--- config.mk ---
export PLATFORM = sky130hd
export DESIGN_NAME = npc_unit
export DESIGN_NICKNAME = d
export VERILOG_FILES = /design/src/rtl/npc_pkg.sv /design/src/rtl/npc_decode.sv /design/src/rtl/npc_cond.sv /design/src/rtl/npc_target.sv /design/src/rtl/npc_unit.sv
export SDC_FILE = /design/constraint.sdc
export NUM_CORES = 1
export LEC_CHECK = 0
export ABC_AREA = 1
export BUFFER_PORTS_ARGS = -buffer_cell sky130_fd_sc_hd__buf_2
export CORE_UTILIZATION = 50
export DETAILED_ROUTE_END_ITERATION = 10
export PLACE_DENSITY_LB_ADDON = 0.25
export SLEW_MARGIN = 20
export SYNTH_ARGS = -nofsm -noshare
export SYNTH_HDL_FRONTEND = slang
export SYNTH_SLANG_ARGS = --single-unit
--- constraint.sdc ---
create_clock -name clk -period 3 [get_ports clk]
set_input_delay 0.3 -clock clk [delete_from_list [all_inputs] [get_ports clk]]
set_output_delay 0.3 -clock clk [all_outputs]
set_load 0.02 [all_outputs]
--- src/rtl/npc_pkg.sv ---
package npc_pkg;
  localparam int INSTR_W = 32;
  localparam int OP_W    = 6;
  localparam int SEL_W   = 5;
  localparam int FN_W    = 6;

  localparam logic [OP_W-1:0]  OP_REG    = 6'd0;
  localparam logic [OP_W-1:0]  OP_SIGN   = 6'd1;
  localparam logic [OP_W-1:0]  OP_JMP    = 6'd2;
  localparam logic [OP_W-1:0]  OP_JMPL   = 6'd3;
  localparam logic [OP_W-1:0]  OP_BREQ   = 6'd4;
  localparam logic [OP_W-1:0]  OP_BRNE   = 6'd5;
  localparam logic [OP_W-1:0]  OP_BRLEZ  = 6'd6;
  localparam logic [OP_W-1:0]  OP_BRGTZ  = 6'd7;
  localparam logic [SEL_W-1:0] SEL_LTZ   = 5'd0;
  localparam logic [SEL_W-1:0] SEL_GEZ   = 5'd1;
  localparam logic [FN_W-1:0]  FN_JREG   = 6'd8;
  localparam logic [FN_W-1:0]  FN_JREGL  = 6'd9;

  typedef enum logic [3:0] {
    CF_SEQ, CF_EQ, CF_NE, CF_LEZ, CF_GTZ, CF_LTZ, CF_GEZ, CF_JABS, CF_JREG
  } cf_kind_e;
endpackage

--- src/rtl/npc_decode.sv ---
module npc_decode
  import npc_pkg::*;
(
  input  logic [OP_W-1:0]  op_i,
  input  logic [SEL_W-1:0] sel_i,
  input  logic [FN_W-1:0]  fn_i,
  output cf_kind_e         kind_o,
  output logic             link_o
);
  always_comb begin
    kind_o = CF_SEQ;
    link_o = 1'b0;
    case (op_i)
      OP_BREQ:  kind_o = CF_EQ;
      OP_BRNE:  kind_o = CF_NE;
      OP_BRLEZ: kind_o = CF_LEZ;
      OP_BRGTZ: kind_o = CF_GTZ;
      OP_SIGN: begin
        if (sel_i == SEL_LTZ)      kind_o = CF_LTZ;
        else if (sel_i == SEL_GEZ) kind_o = CF_GEZ;
      end
      OP_JMP:   kind_o = CF_JABS;
      OP_JMPL: begin
        kind_o = CF_JABS;
        link_o = 1'b1;
      end
      OP_REG: begin
        if (fn_i == FN_JREG) kind_o = CF_JREG;
        else if (fn_i == FN_JREGL) begin
          kind_o = CF_JREG;
          link_o = 1'b1;
        end
      end
      default: kind_o = CF_SEQ;
    endcase
  end
endmodule

--- src/rtl/npc_cond.sv ---
module npc_cond
  import npc_pkg::*;
#(
  parameter int DATA_W = 32
) (
  input  cf_kind_e           kind_i,
  input  logic [DATA_W-1:0]  a_i,
  input  logic [DATA_W-1:0]  b_i,
  output logic               take_o
);
  logic same, neg, zero;

  always_comb begin
    same = (a_i == b_i);
    neg  = a_i[DATA_W-1];
    zero = (a_i == '0);
    case (kind_i)
      CF_EQ:   take_o = same;
      CF_NE:   take_o = !same;
      CF_LEZ:  take_o = neg || zero;
      CF_GTZ:  take_o = !neg && !zero;
      CF_LTZ:  take_o = neg;
      CF_GEZ:  take_o = !neg;
      CF_JABS: take_o = 1'b1;
      CF_JREG: take_o = 1'b1;
      default: take_o = 1'b0;
    endcase
  end
endmodule

--- src/rtl/npc_target.sv ---
module npc_target #(
  parameter int ADDR_W = 32,
  parameter int OFF_W  = 16,
  parameter int JIDX_W = 26
) (
  input  logic [ADDR_W-1:0] pc_i,
  input  logic [OFF_W-1:0]  off_i,
  input  logic [JIDX_W-1:0] jidx_i,
  input  logic [ADDR_W-1:0] jreg_i,
  output logic [ADDR_W-1:0] seq_o,
  output logic [ADDR_W-1:0] br_o,
  output logic [ADDR_W-1:0] jabs_o,
  output logic [ADDR_W-1:0] jreg_o,
  output logic              jmis_o
);
  localparam int ALIGN_W  = 2;
  localparam int EXT_W    = ADDR_W - OFF_W - ALIGN_W;
  localparam int REGION_W = ADDR_W - JIDX_W - ALIGN_W;
  localparam logic [ADDR_W-1:0] WORD_BYTES = ADDR_W'(1 << ALIGN_W);

  logic [ADDR_W-1:0] disp;

  always_comb begin
    seq_o  = pc_i + WORD_BYTES;
    disp   = {{EXT_W{off_i[OFF_W-1]}}, off_i, {ALIGN_W{1'b0}}};
    br_o   = seq_o + disp;
    jabs_o = {seq_o[ADDR_W-1 -: REGION_W], jidx_i, {ALIGN_W{1'b0}}};
    jreg_o = {jreg_i[ADDR_W-1:ALIGN_W], {ALIGN_W{1'b0}}};
    jmis_o = |jreg_i[ALIGN_W-1:0];
  end
endmodule

--- src/rtl/npc_unit.sv ---
module npc_unit
  import npc_pkg::*;
#(
  parameter int              ADDR_W   = 32,
  parameter int              DATA_W   = 32,
  parameter logic [31:0]     RESET_PC = 32'h0000_0000
) (
  input  logic                    clk,
  input  logic                    rst_n,
  input  logic                    dec_en,
  input  logic [ADDR_W-1:0]       pc_i,
  input  logic [INSTR_W-1:0]      instr_i,
  input  logic [DATA_W-1:0]       rs_val_i,
  input  logic [DATA_W-1:0]       rt_val_i,
  input  logic [ADDR_W-1:0]       jreg_val_i,
  output logic [ADDR_W-1:0]       npc_o,
  output logic                    taken_o,
  output logic                    link_vld_o,
  output logic [ADDR_W-1:0]       link_addr_o,
  output logic                    misalign_o
);
  localparam int OFF_W  = 16;
  localparam int JIDX_W = 26;
  localparam int SEL_LO = OFF_W;
  localparam int FN_LO  = 0;
  localparam int OP_LO  = INSTR_W - OP_W;
  localparam int SYNC_N = 2;

  // reset synchroniser: asynchronous assert, synchronous release
  logic [SYNC_N-1:0] rst_sync;
  logic              rst_q;

  always_ff @(posedge clk or negedge rst_n) begin
    if (!rst_n) rst_sync <= '0;
    else        rst_sync <= {rst_sync[SYNC_N-2:0], 1'b1};
  end
  assign rst_q = rst_sync[SYNC_N-1];

  cf_kind_e          kind;
  logic              is_link, take;
  logic [ADDR_W-1:0] seq, br_tgt, jabs_tgt, jreg_tgt;
  logic              jmis;

  npc_decode u_dec (
    .op_i   (instr_i[OP_LO +: OP_W]),
    .sel_i  (instr_i[SEL_LO +: SEL_W]),
    .fn_i   (instr_i[FN_LO +: FN_W]),
    .kind_o (kind),
    .link_o (is_link)
  );

  npc_cond #(.DATA_W(DATA_W)) u_cond (
    .kind_i (kind),
    .a_i    (rs_val_i),
    .b_i    (rt_val_i),
    .take_o (take)
  );

  npc_target #(.ADDR_W(ADDR_W), .OFF_W(OFF_W), .JIDX_W(JIDX_W)) u_tgt (
    .pc_i   (pc_i),
    .off_i  (instr_i[OFF_W-1:0]),
    .jidx_i (instr_i[JIDX_W-1:0]),
    .jreg_i (jreg_val_i),
    .seq_o  (seq),
    .br_o   (br_tgt),
    .jabs_o (jabs_tgt),
    .jreg_o (jreg_tgt),
    .jmis_o (jmis)
  );

  // next-state
  logic [ADDR_W-1:0] npc_d;
  logic              mis_d;

  always_comb begin
    npc_d = seq;
    mis_d = 1'b0;
    if (take) begin
      case (kind)
        CF_JABS: npc_d = jabs_tgt;
        CF_JREG: begin
          npc_d = jreg_tgt;
          mis_d = jmis;
        end
        default: npc_d = br_tgt;
      endcase
    end
  end

  // registers
  always_ff @(posedge clk or negedge rst_q) begin
    if (!rst_q) begin
      npc_o       <= ADDR_W'(RESET_PC);
      taken_o     <= 1'b0;
      link_vld_o  <= 1'b0;
      link_addr_o <= '0;
      misalign_o  <= 1'b0;
    end else if (dec_en) begin
      npc_o       <= npc_d;
      taken_o     <= take;
      link_vld_o  <= is_link;
      link_addr_o <= seq;
      misalign_o  <= mis_d;
    end
  end


  hold_when_idle_chk: assert property (@(posedge clk) disable iff (!rst_q)
    !dec_en |=> ($stable(npc_o) && $stable(taken_o) && $stable(link_addr_o)));


  fallthrough_chk: assert property (@(posedge clk) disable iff (!rst_q)
    dec_en |=> (taken_o || npc_o == $past(pc_i) + ADDR_W'(4)));


  region_kept_chk: assert property (@(posedge clk) disable iff (!rst_q)
    (dec_en && instr_i[OP_LO +: OP_W] == OP_JMP)
      |=> (taken_o && npc_o[ADDR_W-1 -: 4] == $past(pc_i + ADDR_W'(4)) >> (ADDR_W-4)));


  misalign_only_jump_chk: assert property (@(posedge clk) disable iff (!rst_q)
    misalign_o |-> (taken_o && npc_o[1:0] == 2'b00));


  link_addr_chk: assert property (@(posedge clk) disable iff (!rst_q)
    dec_en |=> (link_addr_o == $past(pc_i) + ADDR_W'(4)));


  link_only_jump_chk: assert property (@(posedge clk) disable iff (!rst_q)
    link_vld_o |-> taken_o);


  aligned_next_chk: assert property (@(posedge clk) disable iff (!rst_q)
    (dec_en && pc_i[1:0] == 2'b00) |=> (npc_o[1:0] == 2'b00));
endmodule

==> out/results.md, run 1 <==
| Quantity | Value |
|---|---|
| Area fraction in compound gates after synthesis | 7.12% |
| Worst Path Required | 3.23 ns |
| Launching point of the worst reg2reg path | rst_sync[1]$_DFF_PN0_ |
| Length of the first detailed-routing pass in iterations | 7 |
| Cell chosen for the clock root | sky130_fd_sc_hd__clkbuf_16 |
| DIE HEIGHT | 124 µm |
| Post-DP HPWL | 21.1 mm |
| Gate count after technology mapping | 1265 |
| Final Critical Period | 2.79 ns |
| Post-layout instance count excluding filler cells | 1781 |
| Share of cell area taken by muxes after synthesis | 0% |
| Power density over the cells | 371 nW/µm² |
| Relative slew slack | 51.1% |
| Number of clock buffers inserted by TritonCTS | 9 |
| Layout Nets | 1792 |
| Arrival time of data at the critical path endpoint | 3.02 ns |
| CP max stage delay | 0.30 ns |
| Setup violation total in the final timing report | 0 |
| Antenna violations before repair | 0 |
| Total wire length after detailed routing | 26.7 mm |
| Crit path buf inv count | 3 |
| Post-synthesis sequential area ratio | 23.4% |
| Final cell utilization of the core | 69.3% |
| Starting density of the core | 51.1% |
| Async SR Flop Fraction | 100% |
| Synthesized net count | 1465 |
| Most common cell after layout, fill and taps aside | sky130_fd_sc_hd__nand2_1 |
| Maximum fanout count along the critical path | 5 |
| Fill count | 1331 |
| Number of DRC violations after detailed routing | 0 |
| Post-CTS clock slew at the launch and capture registers of the worst setup and hold paths | 0.06 ns |
| Global-route congestion overflow total | 0 |
| Endpoint of the lowest-slack register-to-register path | link_addr_o[30]$_DFFE_PN0P_ |
| Layout overhead on the synthesized area | 35.7% |
| Width of the die | 124 µm |
| Net load switching power | 1320 µW |
| Most frequent cell on the critical path | sky130_fd_sc_hd__nand2_1 |
| Warnings from Yosys | 0 |
| Max cap viols | 0 |
| Per-instance average area after synthesis | 5.85 µm² |
| Clk_lat worst skew | 0.34 ns |
| Reg power frac | 29.1% |
| Kind of start point of the critical path | primary input |
| Achievable frequency | 358 MHz |
| Count of different cell masters after synthesis | 41 |
| Via count of the first global-routing pass | 8362 |
| Remaining antenna violation count | 0 |
| Critical Setup Path Class | primary input to flop |
| Die Footprint | 15300 µm² |
| Number of storage elements in the synthesis netlist | 69 |
| Setup slack of the worst register-to-register path | 2.03 ns |
| Cell family with most CP delay | simple AND/OR/NAND/NOR gates |
| Clock network fraction of design power | 33.2% |
| Post-placement cell count | 1759 |
| Leakage power total | 0.00585 µW |
| Worst hold path type | flop to async pin |
| Ports | 230 |
| Power share of the combinational group | 37.7% |
| Number of DRC violations after detailed-routing iteration 0 | 757 |
| Global Route Usage Sum | 34.4% |
| Worst hold slack after final layout | 0.160 ns |
| Highest ir drop seen on vdd | 0.000340 V |
| Main combinational cell family by area after synthesis | simple AND/OR/NAND/NOR gates |
| Share of the cycle needed by the critical path after routing | 93.1% |
| Most used cells in the layout excluding fill and tap cells | sky130_fd_sc_hd__nand2_1 (553), sky130_fd_sc_hd__buf_2 (228), sky130_fd_sc_hd__inv_1 (174) |
| Sink Count | 69 |
| Average detailed-routed wire length per instance | 15.0 µm |
| Pins over their slew limit | 0 |
| Worst Max-Slew Pin Slew | 0.734 ns |
| Buffers on Ports | 229 |
| Row count | 44 |
| Floorplan core area | 14500 µm² |
| Capturing element type of the critical path | flop |
| Post-synth top flop | sky130_fd_sc_hd__dfrtp_1 |
| EDFF count, synth | 0 |
| Share of synthesized cell area in full adder, half adder and majority cells | 6.36% |
| Vias per cell | 5.12 |
| Storage cell area | 1730 µm² |
| Maximum number of pins on one net before global-route repair | 75 |
| Multi-input combinational cell area | 5030 µm² |
| Post-Synth XOR/XNOR Area | 4.62% |
| Vias after detailed routing | 9118 |
| Antenna diode instance count | 0 |
| Worst r2r path cells | 1 |
| Fraction of the mapped netlist area in simple logic gates | 46.8% |
| Crit-path slowest cell | sky130_fd_sc_hd__ha_4 |
| Post-synth design cell area | 7390 µm² |
| Max Root-Sink Buffers | 2 |
| Wire length of the first global-routing pass | 40.0 mm |
| P_int | 2400 µW |
| Ratio of cells with drive above 1 in the final layout | 27.8% |
| Hold Fails Final Rpt | 0 |
| H-Tree Level Count | 3 |
| Final weighted congestion in routability-driven placement | 0.992 |
| Switching share of power | 35.6% |
| Clock tree skew after final layout | 0.00550 ns |
| Outcome | finished, final reports clean |
| TritonCTS clock tree | built |
[final cells by class]
cell class                      count  share of cell area, %
Clock buffer                       10                   2.28
Clock inverter                      6                   1.11
Inverter                          185                   6.92
Multi-Input combinational cell    984                   50.1
Sequential cell                    69                   17.2
Tap cell                          184                   2.29
Timing Repair Buffer              343                   20.0
[worst max path at each step]
stage | startpoint | end | cells after the start
2_1_floorplan | pc_i[2] | npc_o[29]$_DFFE_PN0P_ | 22
3_3_place_gp | pc_i[2] | npc_o[29]$_DFFE_PN0P_ | 26
3_5_place_dp | pc_i[2] | npc_o[29]$_DFFE_PN0P_ | 26
4_1_cts | pc_i[2] | npc_o[30]$_DFFE_PN0P_ | 25
5_1_grt | pc_i[6] | npc_o[29]$_DFFE_PN0P_ | 22
6_report | pc_i[2] | npc_o[30]$_DFFE_PN0P_ | 25
[Yosys cell counts, types with 3 or more instances]
master / n / area share (%)
sky130_fd_sc_hd__nand2_1: 559 / 28
sky130_fd_sc_hd__inv_1: 179 / 9.1
sky130_fd_sc_hd__nor2_1: 116 / 5.9
sky130_fd_sc_hd__nand3_1: 75 / 5.1
sky130_fd_sc_hd__dfrtp_1: 69 / 23
sky130_fd_sc_hd__ha_1: 36 / 6.1
sky130_fd_sc_hd__a21oi_1: 30 / 2.0
sky130_fd_sc_hd__o21ai_0: 26 / 1.8
sky130_fd_sc_hd__xnor2_1: 24 / 2.8
sky130_fd_sc_hd__a22o_1: 15 / 1.8
sky130_fd_sc_hd__nand3_2: 15 / 2.0
sky130_fd_sc_hd__nand4_1: 15 / 1.3
sky130_fd_sc_hd__xor2_1: 15 / 1.8
sky130_fd_sc_hd__clkbuf_1: 12 / 0.61
sky130_fd_sc_hd__nor3_1: 12 / 0.81
sky130_fd_sc_hd__or2_2: 9 / 0.76
sky130_fd_sc_hd__buf_6: 7 / 1.1
sky130_fd_sc_hd__nand3b_1: 7 / 0.71
sky130_fd_sc_hd__buf_2: 6 / 0.41
sky130_fd_sc_hd__inv_2: 6 / 0.30
sky130_fd_sc_hd__o21bai_1: 4 / 0.41
sky130_fd_sc_hd__a31oi_1: 3 / 0.25
[power groups by stage]
stage / clock, µW / combinational, µW / sequential [µW]
floorplan: 0 / 638 / 1210
global placement: 0 / 1320 / 1090
detailed placement: 0 / 1330 / 1090
CTS: 1250 / 1340 / 1080
global route: 1280 / 1550 / 1090
finish: 1240 / 1400 / 1080
[per-stage QoR]
step / area (µm²) / total power, µW / setup WS [ns] / TNS [ns]
6_report: 10000 / 3720 / 0.206 / 0
5_1_grt: 10000 / 3920 / -0.0548 / -0.0925
4_1_cts: 9760 / 3670 / 0.0539 / 0
3_5_place_dp: 9410 / 2420 / -0.243 / -2.15
3_3_place_gp: 9410 / 2410 / -0.269 / -1.42
2_1_floorplan: 7390 / 1850 / 0.290 / 0
[metal layers]
layer | track usage [%] | part of all wire [%]
met5 | 0 | 0
met4 | 16.4 | 4.4
met3 | 5.59 | 7.5
met2 | 59.0 | 48
met1 | 41.8 | 40
[state kept, by name (all words and copies together) (netlist names)]
signal       cells
rst_sync         2
misalign_o       1
link_addr_o     32
link_vld_o       1
taken_o          1
npc_o           32
[cells by family (layout without fill, tap and decap cells)]
| group | Yosys count | after routing |
|---|---|---|
| and+or+nand+nor | 822 | 822 |
| buffers and inverters | 212 | 544 |
| AOI/OAI and AO/OA | 85 | 85 |
| DFF | 69 | 69 |
| xor gates and xnor gates | 39 | 39 |
| adders and majority gates | 37 | 37 |
| other | 1 | 1 |
[repair_timing]
item	CTS	global route
hold buffers	1	0
gates resized for setup	0	54
setup buffers	0	5
setup endpoints to repair	0	16
hold endpoints to repair	2	0
No activity file was read; power rests on OpenSTA's default activity.
==> run 2, diff against run 1 <==
--- a/config.mk
+++ b/config.mk
@@ -7,7 +7,8 @@
 export LEC_CHECK = 0
 export ABC_AREA = 1
 export BUFFER_PORTS_ARGS = -buffer_cell sky130_fd_sc_hd__buf_2
-export CORE_UTILIZATION = 50
+export CORE_UTILIZATION = 57
+export CTS_CLUSTER_DIAMETER = 200
 export DETAILED_ROUTE_END_ITERATION = 10
 export PLACE_DENSITY_LB_ADDON = 0.25
 export SLEW_MARGIN = 20
==> out/results.md, run 2 (same netlist as run 1, synthesis figures left out) <==
| Quantity | Value | vs previous |
|---|---|---|
| Worst Path Required | 3.23 ns | about the same |
| Max Root-Sink Buffers | 2 | unchanged |
| Worst hold path type | primary input to flop | was flop to async pin |
| Maximum fanout count along the critical path | 3 | was 5 |
| Row count | 41 | was 44 |
| Sink Count | 69 | unchanged |
| Launching point of the worst reg2reg path | link_addr_o[2]$_DFFE_PN0P_ | was rst_sync[1]$_DFF_PN0_ |
| Startpoint of the worst setup timing path | pc_i[5] | was pc_i[2] |
| Global Route Usage Sum | 42.4% | was 34.4% |
| Post-placement cell count | 1769 | was 1759 |
| Crit-path slowest cell | sky130_fd_sc_hd__ha_1 | was sky130_fd_sc_hd__ha_4 |
| Maximum number of pins on one net before global-route repair | 68 | was 75 |
| H-Tree Level Count | 3 | unchanged |
| Power share of the combinational group | 41.5% | was 37.7% |
| CP max stage delay | 0.32 ns | was 0.30 ns |
| Number of DRC violations after detailed-routing iteration 0 | 963 | was 757 |
| Wire length of the first global-routing pass | 43.0 mm | was 40.0 mm |
| Number of clock buffers inserted by TritonCTS | 9 | unchanged |
| Arrival time of data at the critical path endpoint | 3.12 ns | was 3.02 ns |
| Post-layout instance count excluding filler cells | 1790 | was 1781 |
| Pins over their slew limit | 0 | unchanged |
| Vias after detailed routing | 9663 | was 9118 |
| DIE HEIGHT | 116 µm | was 124 µm |
| Setup repair after global routing missed its margin | true |  |
| Antenna violations before repair | 2 | was 0 |
| Via count of the first global-routing pass | 9141 | was 8362 |
| Layout Nets | 1811 | was 1792 |
| Total wire length after detailed routing | 28.7 mm | was 26.7 mm |
| Capturing element type of the critical path | flop | unchanged |
| Post-CTS clock slew at the launch and capture registers of the worst setup and hold paths | 0.05 ns | was 0.06 ns |
| Width of the die | 116 µm | was 124 µm |
| Cell chosen for the clock root | sky130_fd_sc_hd__clkbuf_16 | unchanged |
| Achievable frequency | 346 MHz | was 358 MHz |
| Ratio of cells with drive above 1 in the final layout | 29.3% | was 27.8% |
| Most used cells in the layout excluding fill and tap cells | sky130_fd_sc_hd__nand2_1 (547), sky130_fd_sc_hd__buf_2 (228), sky130_fd_sc_hd__inv_1 (176) | was sky130_fd_sc_hd__nand2_1 (553), sky130_fd_sc_hd__buf_2 (228), sky130_fd_sc_hd__inv_1 (174) |
| Vias per cell | 5.40 | was 5.12 |
| Layout overhead on the synthesized area | 36.9% | was 35.7% |
| Cell family with most CP delay | simple AND/OR/NAND/NOR gates | unchanged |
| Global-route congestion overflow total | 0 | unchanged |
| Share of the cycle needed by the critical path after routing | 96.3% | was 93.1% |
| Buffers on Ports | 229 | unchanged |
| Die Footprint | 13400 µm² | was 15300 µm² |
| Relative slew slack | 41.5% | was 51.1% |
| Ports | 230 | unchanged |
| Clk_lat worst skew | 0.36 ns | was 0.34 ns |
| Multi-input combinational cell area | 5050 µm² | was 5030 µm² |
| Remaining antenna violation count | 0 | unchanged |
| Worst Hold Launch | pc_i[0] |  |
| P_int | 2170 µW | was 2400 µW |
| Critical Setup Path Class | primary input to flop | unchanged |
| Length of the first detailed-routing pass in iterations | 6 | was 7 |
| Worst Max-Slew Pin Slew | 0.878 ns | was 0.734 ns |
| Kind of start point of the critical path | primary input | unchanged |
| Max cap viols | 0 | unchanged |
| Leakage power total | 0.00591 µW | was 0.00585 µW |
| Crit path buf inv count | 4 | was 3 |
| Reg power frac | 30.7% | was 29.1% |
| Final cell utilization of the core | 80.2% | was 69.3% |
| Final weighted congestion in routability-driven placement | 1.01 | was 0.992 |
| Net load switching power | 1370 µW | was 1320 µW |
| Total power after layout | 3540 µW | was 3720 µW |
| Ordered list of cells on the worst path | buf_2 > nand2_1 > nor2_2 > nand2_2 > nor3_4 > buf_6 > nand3_2 > inv_2 > nand2_1 > xor2_2 > inv_2 > ha_1 > nand2_2 > nor2_4 > nand2_1 > nor3_1 > nand2_1 > a21oi_2 > nor2_1 > nor2_1 > nand2_1 > nand2_1 > nand2_1 |  |
| Registers with the most flip-flops | link_addr_o x32, npc_o x32, rst_sync x2 | unchanged |
| Switching share of power | 38.8% | was 35.6% |
| Final Critical Period | 2.89 ns | was 2.79 ns |
| Storage cell area | 1730 µm² | unchanged |
| Clock network fraction of design power | 27.8% | was 33.2% |
| Clock tree skew after final layout | 0.0255 ns | was 0.00550 ns |
| Worst hold slack after final layout | 0.197 ns | was 0.160 ns |
| Floorplan core area | 12600 µm² | was 14500 µm² |
| Fill count | 962 | was 1331 |
| Highest ir drop seen on vdd | 0.000432 V | was 0.000340 V |
| Hold Fails Final Rpt | 0 | unchanged |
| Post-DP HPWL | 22.2 mm | was 21.1 mm |
| Power density over the cells | 350 nW/µm² | was 371 nW/µm² |
| Setup violation total in the final timing report | 0 | unchanged |
| Most common cell after layout, fill and taps aside | sky130_fd_sc_hd__nand2_1 | unchanged |
| Number of DRC violations after detailed routing | 0 | unchanged |
| TritonCTS clock tree | built | unchanged |
| Outcome | finished, final reports clean | unchanged |
| Most frequent cell on the critical path | sky130_fd_sc_hd__nand2_1 | unchanged |
| Starting density of the core | 58.6% | was 51.1% |
| Average detailed-routed wire length per instance | 16.1 µm | was 15.0 µm |
run 2: tightest hold or removal path: stages:
cell	delay [ns]
sky130_fd_sc_hd__buf_2	0.08
sky130_fd_sc_hd__nand2_1	0.06
sky130_fd_sc_hd__nand2_1	0.07
run 2: final timing paths:
path	endpoint	slack [ns]	cells past startpoint
worst min register to register	rst_sync[1]$_DFF_PN0_	0.38	0
worst max register to register	link_addr_o[2]$_DFFE_PN0P_	1.84	2
worst max-delay path	npc_o[30]$_DFFE_PN0P_	0.11	23
min in group asynchronous	rst_sync[1]$_DFF_PN0_	0.24	2
max in group asynchronous	npc_o[19]$_DFFE_PN0P_	1.93	1
worst min-delay path	link_addr_o[0]$_DFFE_PN0P_	0.20	3
run 2: per-layer routing:
layer | vias to the layer above | track usage, % | part of all wire, %
li1 | 4600 | - | -
met5 | - | 0 | 0
met4 | 0 | 29.8 | 7.5
met1 | 4309 | 46.1 | 36
met2 | 606 | 71.4 | 46
met3 | 148 | 11.7 | 11
run 2: stage by stage:
step           worst slack, ns  instance area [µm²]  TNS, ns
2_1_floorplan            0.290                 7390        0
3_3_place_gp            -0.188                 9580    -1.67
3_5_place_dp            -0.271                 9580    -2.45
4_1_cts                 0.0449                 9850        0
5_1_grt                -0.0774                10100   -0.178
6_report                 0.112                10100        0
run 2: what timing repair did:
item | CTS | global route
gates resized for setup | 0 | 66
setup endpoints to repair | 0 | 17
hold buffers | 1 | 0
endpoints found under the hold margin | 2 | 0
setup buffers | 0 | 2
run 2: layout make-up:
type	count	area share [%]
multi-input cells	984	49.9
repair buffers	362	21.4
flip-flops and latches	69	17.1
inverters	185	6.86
clock buffers	12	2.34
well taps	172	2.13
clock inverters	4	0.260
diodes	2	0.0494
run 2: power groups by stage:
| stage | logic (µW) | registers (µW) | clock network, µW |
|---|---|---|---|
| global route | 1610 | 1090 | 1010 |
| finish | 1470 | 1090 | 986 |
| floorplan | 638 | 1210 | 0 |
| detailed placement | 1380 | 1090 | 0 |
| global placement | 1350 | 1090 | 0 |
| CTS | 1390 | 1080 | 947 |
==> run 3, diff against run 2 <==
--- a/config.mk
+++ b/config.mk
@@ -7,7 +7,7 @@
 export LEC_CHECK = 0
 export ABC_AREA = 1
 export BUFFER_PORTS_ARGS = -buffer_cell sky130_fd_sc_hd__buf_2
-export CORE_UTILIZATION = 57
+export CORE_UTILIZATION = 30
 export CTS_CLUSTER_DIAMETER = 200
 export DETAILED_ROUTE_END_ITERATION = 10
 export PLACE_DENSITY_LB_ADDON = 0.25
==> out/results.md, run 3 (same netlist as run 1, synthesis figures left out) <==
| Quantity | Value | vs previous |
|---|---|---|
| Clock tree skew after final layout | 0.0106 ns | was 0.0255 ns |
| Capturing element type of the critical path | flop | unchanged |
| Crit path buf inv count | 4 | unchanged |
| Pins over their slew limit | 0 | unchanged |
| Remaining antenna violation count | 0 | unchanged |
| Final Critical Period | 2.74 ns | was 2.89 ns |
| Antenna violations before repair | 2 | unchanged |
| Power share of the combinational group | 40.4% | was 41.5% |
| TritonCTS clock tree | built | unchanged |
| Multi-input combinational cell area | 5100 µm² | was 5050 µm² |
| Cell chosen for the clock root | sky130_fd_sc_hd__clkbuf_16 | unchanged |
| Number of clock buffers inserted by TritonCTS | 9 | unchanged |
| H-Tree Level Count | 3 | unchanged |
| Kind of start point of the critical path | primary input | unchanged |
| Most common cell after layout, fill and taps aside | sky130_fd_sc_hd__nand2_1 | unchanged |
| Placed Instance Area | 9770 µm² | was 9580 µm² |
| Switching share of power | 36.8% | was 38.8% |
| Setup violation total in the final timing report | 0 | unchanged |
| Worst hold slack after final layout | 0.118 ns | was 0.197 ns |
| Crit-path slowest cell | sky130_fd_sc_hd__nor3_4 | was sky130_fd_sc_hd__ha_1 |
| Total wire length after detailed routing | 29.7 mm | was 28.7 mm |
| Number of DRC violations after detailed routing | 0 | unchanged |
| Storage cell area | 1730 µm² | unchanged |
| Leakage power total | 0.00595 µW | was 0.00591 µW |
| Finished Cell Area | 10400 µm² | was 10100 µm² |
| Wire length of the first global-routing pass | 46.1 mm | was 43.0 mm |
| Most used cells in the layout excluding fill and tap cells | sky130_fd_sc_hd__nand2_1 (543), sky130_fd_sc_hd__buf_2 (224), sky130_fd_sc_hd__inv_1 (174) | was sky130_fd_sc_hd__nand2_1 (547), sky130_fd_sc_hd__buf_2 (228), sky130_fd_sc_hd__inv_1 (176) |
| DIE HEIGHT | 159 µm | was 116 µm |
| Buffers on Ports | 229 | unchanged |
| Reg power frac | 29.9% | was 30.7% |
| Highest ir drop seen on vdd | 0.000257 V | was 0.000432 V |
| Share of the cycle needed by the critical path after routing | 91.3% | was 96.3% |
| Achievable frequency | 365 MHz | was 346 MHz |
| Average detailed-routed wire length per instance | 15.2 µm | was 16.1 µm |
| Fill count | 2661 | was 962 |
| Registers with the most flip-flops | link_addr_o x32, npc_o x32, rst_sync x2 | unchanged |
| Critical Setup Path Class | primary input to flop | unchanged |
| Clk_lat worst skew | 0.34 ns | was 0.36 ns |
| CP max stage delay | 0.27 ns | was 0.32 ns |
| Ratio of cells with drive above 1 in the final layout | 30.3% | was 29.3% |
| Sink Count | 69 | unchanged |
| Pre-CTS WS | -0.253 ns | was -0.271 ns |
| Width of the die | 159 µm | was 116 µm |
| Maximum fanout count along the critical path | 4 | was 3 |
| Relative slew slack | 49.6% | was 41.5% |
| Ports | 230 | unchanged |
| Global Route Usage Sum | 23.6% | was 42.4% |
| Max Root-Sink Buffers | 2 | unchanged |
| Length of the first detailed-routing pass in iterations | 8 | was 6 |
| Post-CTS clock slew at the launch and capture registers of the worst setup and hold paths | 0.06 ns | was 0.05 ns |
| Arrival time of data at the critical path endpoint | 3.01 ns | was 3.12 ns |
| Max cap viols | 0 | unchanged |
| Vias after detailed routing | 8976 | was 9663 |
| Post-placement cell count | 1921 | was 1769 |
| Cell family with most CP delay | simple AND/OR/NAND/NOR gates | unchanged |
| Post-DP HPWL | 25.1 mm | was 22.2 mm |
| Clock network fraction of design power | 29.7% | was 27.8% |
| Layout Nets | 1814 | was 1811 |
| Worst Max-Slew Pin Slew | 0.756 ns | was 0.878 ns |
| Worst Path Required | 3.27 ns | was 3.23 ns |
| Final weighted congestion in routability-driven placement | 0.942 | was 1.01 |
| Layout overhead on the synthesized area | 41.0% | was 36.9% |
| Maximum number of pins on one net before global-route repair | 75 | was 68 |
| Via count of the first global-routing pass | 8640 | was 9141 |
| Worst hold path type | flop to async pin | was primary input to flop |
| Outcome | finished, final reports clean | unchanged |
| Floorplan core area | 24200 µm² | was 12600 µm² |
| Worst Slack Setup Final | 0.261 ns | was 0.112 ns |
| Die Footprint | 25300 µm² | was 13400 µm² |
| Post-layout instance count excluding filler cells | 1945 | was 1790 |
| P_int | 2280 µW | was 2170 µW |
| Global-route congestion overflow total | 0 | unchanged |
| Vias per cell | 4.61 | was 5.40 |
| Number of DRC violations after detailed-routing iteration 0 | 622 | was 963 |
| Most frequent cell on the critical path | sky130_fd_sc_hd__nand2_1 | unchanged |
| Power density over the cells | 346 nW/µm² | was 350 nW/µm² |
| Starting density of the core | 30.5% | was 58.6% |
| Hold Fails Final Rpt | 0 | unchanged |
| Row count | 57 | was 41 |
| Net load switching power | 1330 µW | was 1370 µW |
[run 3: cell count changes in the layout (fill, tap and decap cells not counted), sizes merged]
cell,before,now
buf,361,363
bufinv,0,1
clkbuf,12,13
clkinv,3,2
[run 3: final cells by class]
cell class,instances,share of cell area [%]
clock buffers,12,2.36
well taps,324,3.89
repair buffers,365,21.1
multi-input cells,984,49.0
inverters,185,6.66
diodes,2,0.0480
clock inverters,4,0.456
flip-flops and latches,69,16.6
[run 3: power by group through the flow]
| stage | clock [µW] | combinational [µW] | sequential [µW] |
|---|---|---|---|
| 3_3_place_gp | 0 | 1380 | 1090 |
| 5_1_grt | 1140 | 1610 | 1090 |
| 3_5_place_dp | 0 | 1380 | 1090 |
| 6_report | 1070 | 1460 | 1080 |
| 4_1_cts | 1090 | 1390 | 1080 |
| 2_1_floorplan | 0 | 638 | 1210 |
[run 3: path summary, 6_finish.rpt]
kind | startpoint | end | slack [ns] | depth (start not counted)
setup / recovery | pc_i[4] | npc_o[22]$_DFFE_PN0P_ | 0.26 | 25
hold / removal | rst_sync[1]$_DFF_PN0_ | link_addr_o[6]$_DFFE_PN0P_ | 0.12 | 0
setup reg to reg | rst_sync[1]$_DFF_PN0_ | npc_o[31]$_DFFE_PN0P_ | 2.06 | 1
hold reg to reg | rst_sync[1]$_DFF_PN0_ | link_addr_o[6]$_DFFE_PN0P_ | 0.12 | 0
max in group asynchronous | rst_sync[1]$_DFF_PN0_ | npc_o[31]$_DFFE_PN0P_ | 2.06 | 1
min in group clk | pc_i[1] | link_addr_o[1]$_DFFE_PN0P_ | 0.18 | 3
[run 3: through the flow]
step	total power, µW	TNS [ns]	util (%)
finish	3610	0	43.0
global route	3840	-0.0272	43.0
CTS	3560	0	41.5
detailed placement	2480	-3.15	40.3
global placement	2470	-2.42	40.3
floorplan	1850	0	-
[run 3: what timing repair did]
item | CTS | global route
endpoints found under the setup margin | 0 | 19
buffers inserted | 0 | 5
endpoints found under the hold margin | 2 | 0
hold buffers | 1 | 0
resized for setup | 0 | 87
[run 3: layer usage]
layer / track usage (%) / routed length, µm / vias up
met4: 8.04 / 796 / 0
li1: - / - / 4609
met3: 2.84 / 1630 / 44
met1: 33.2 / 14100 / 4082
met2: 37.1 / 13100 / 241
met5: 0 / 0 / -
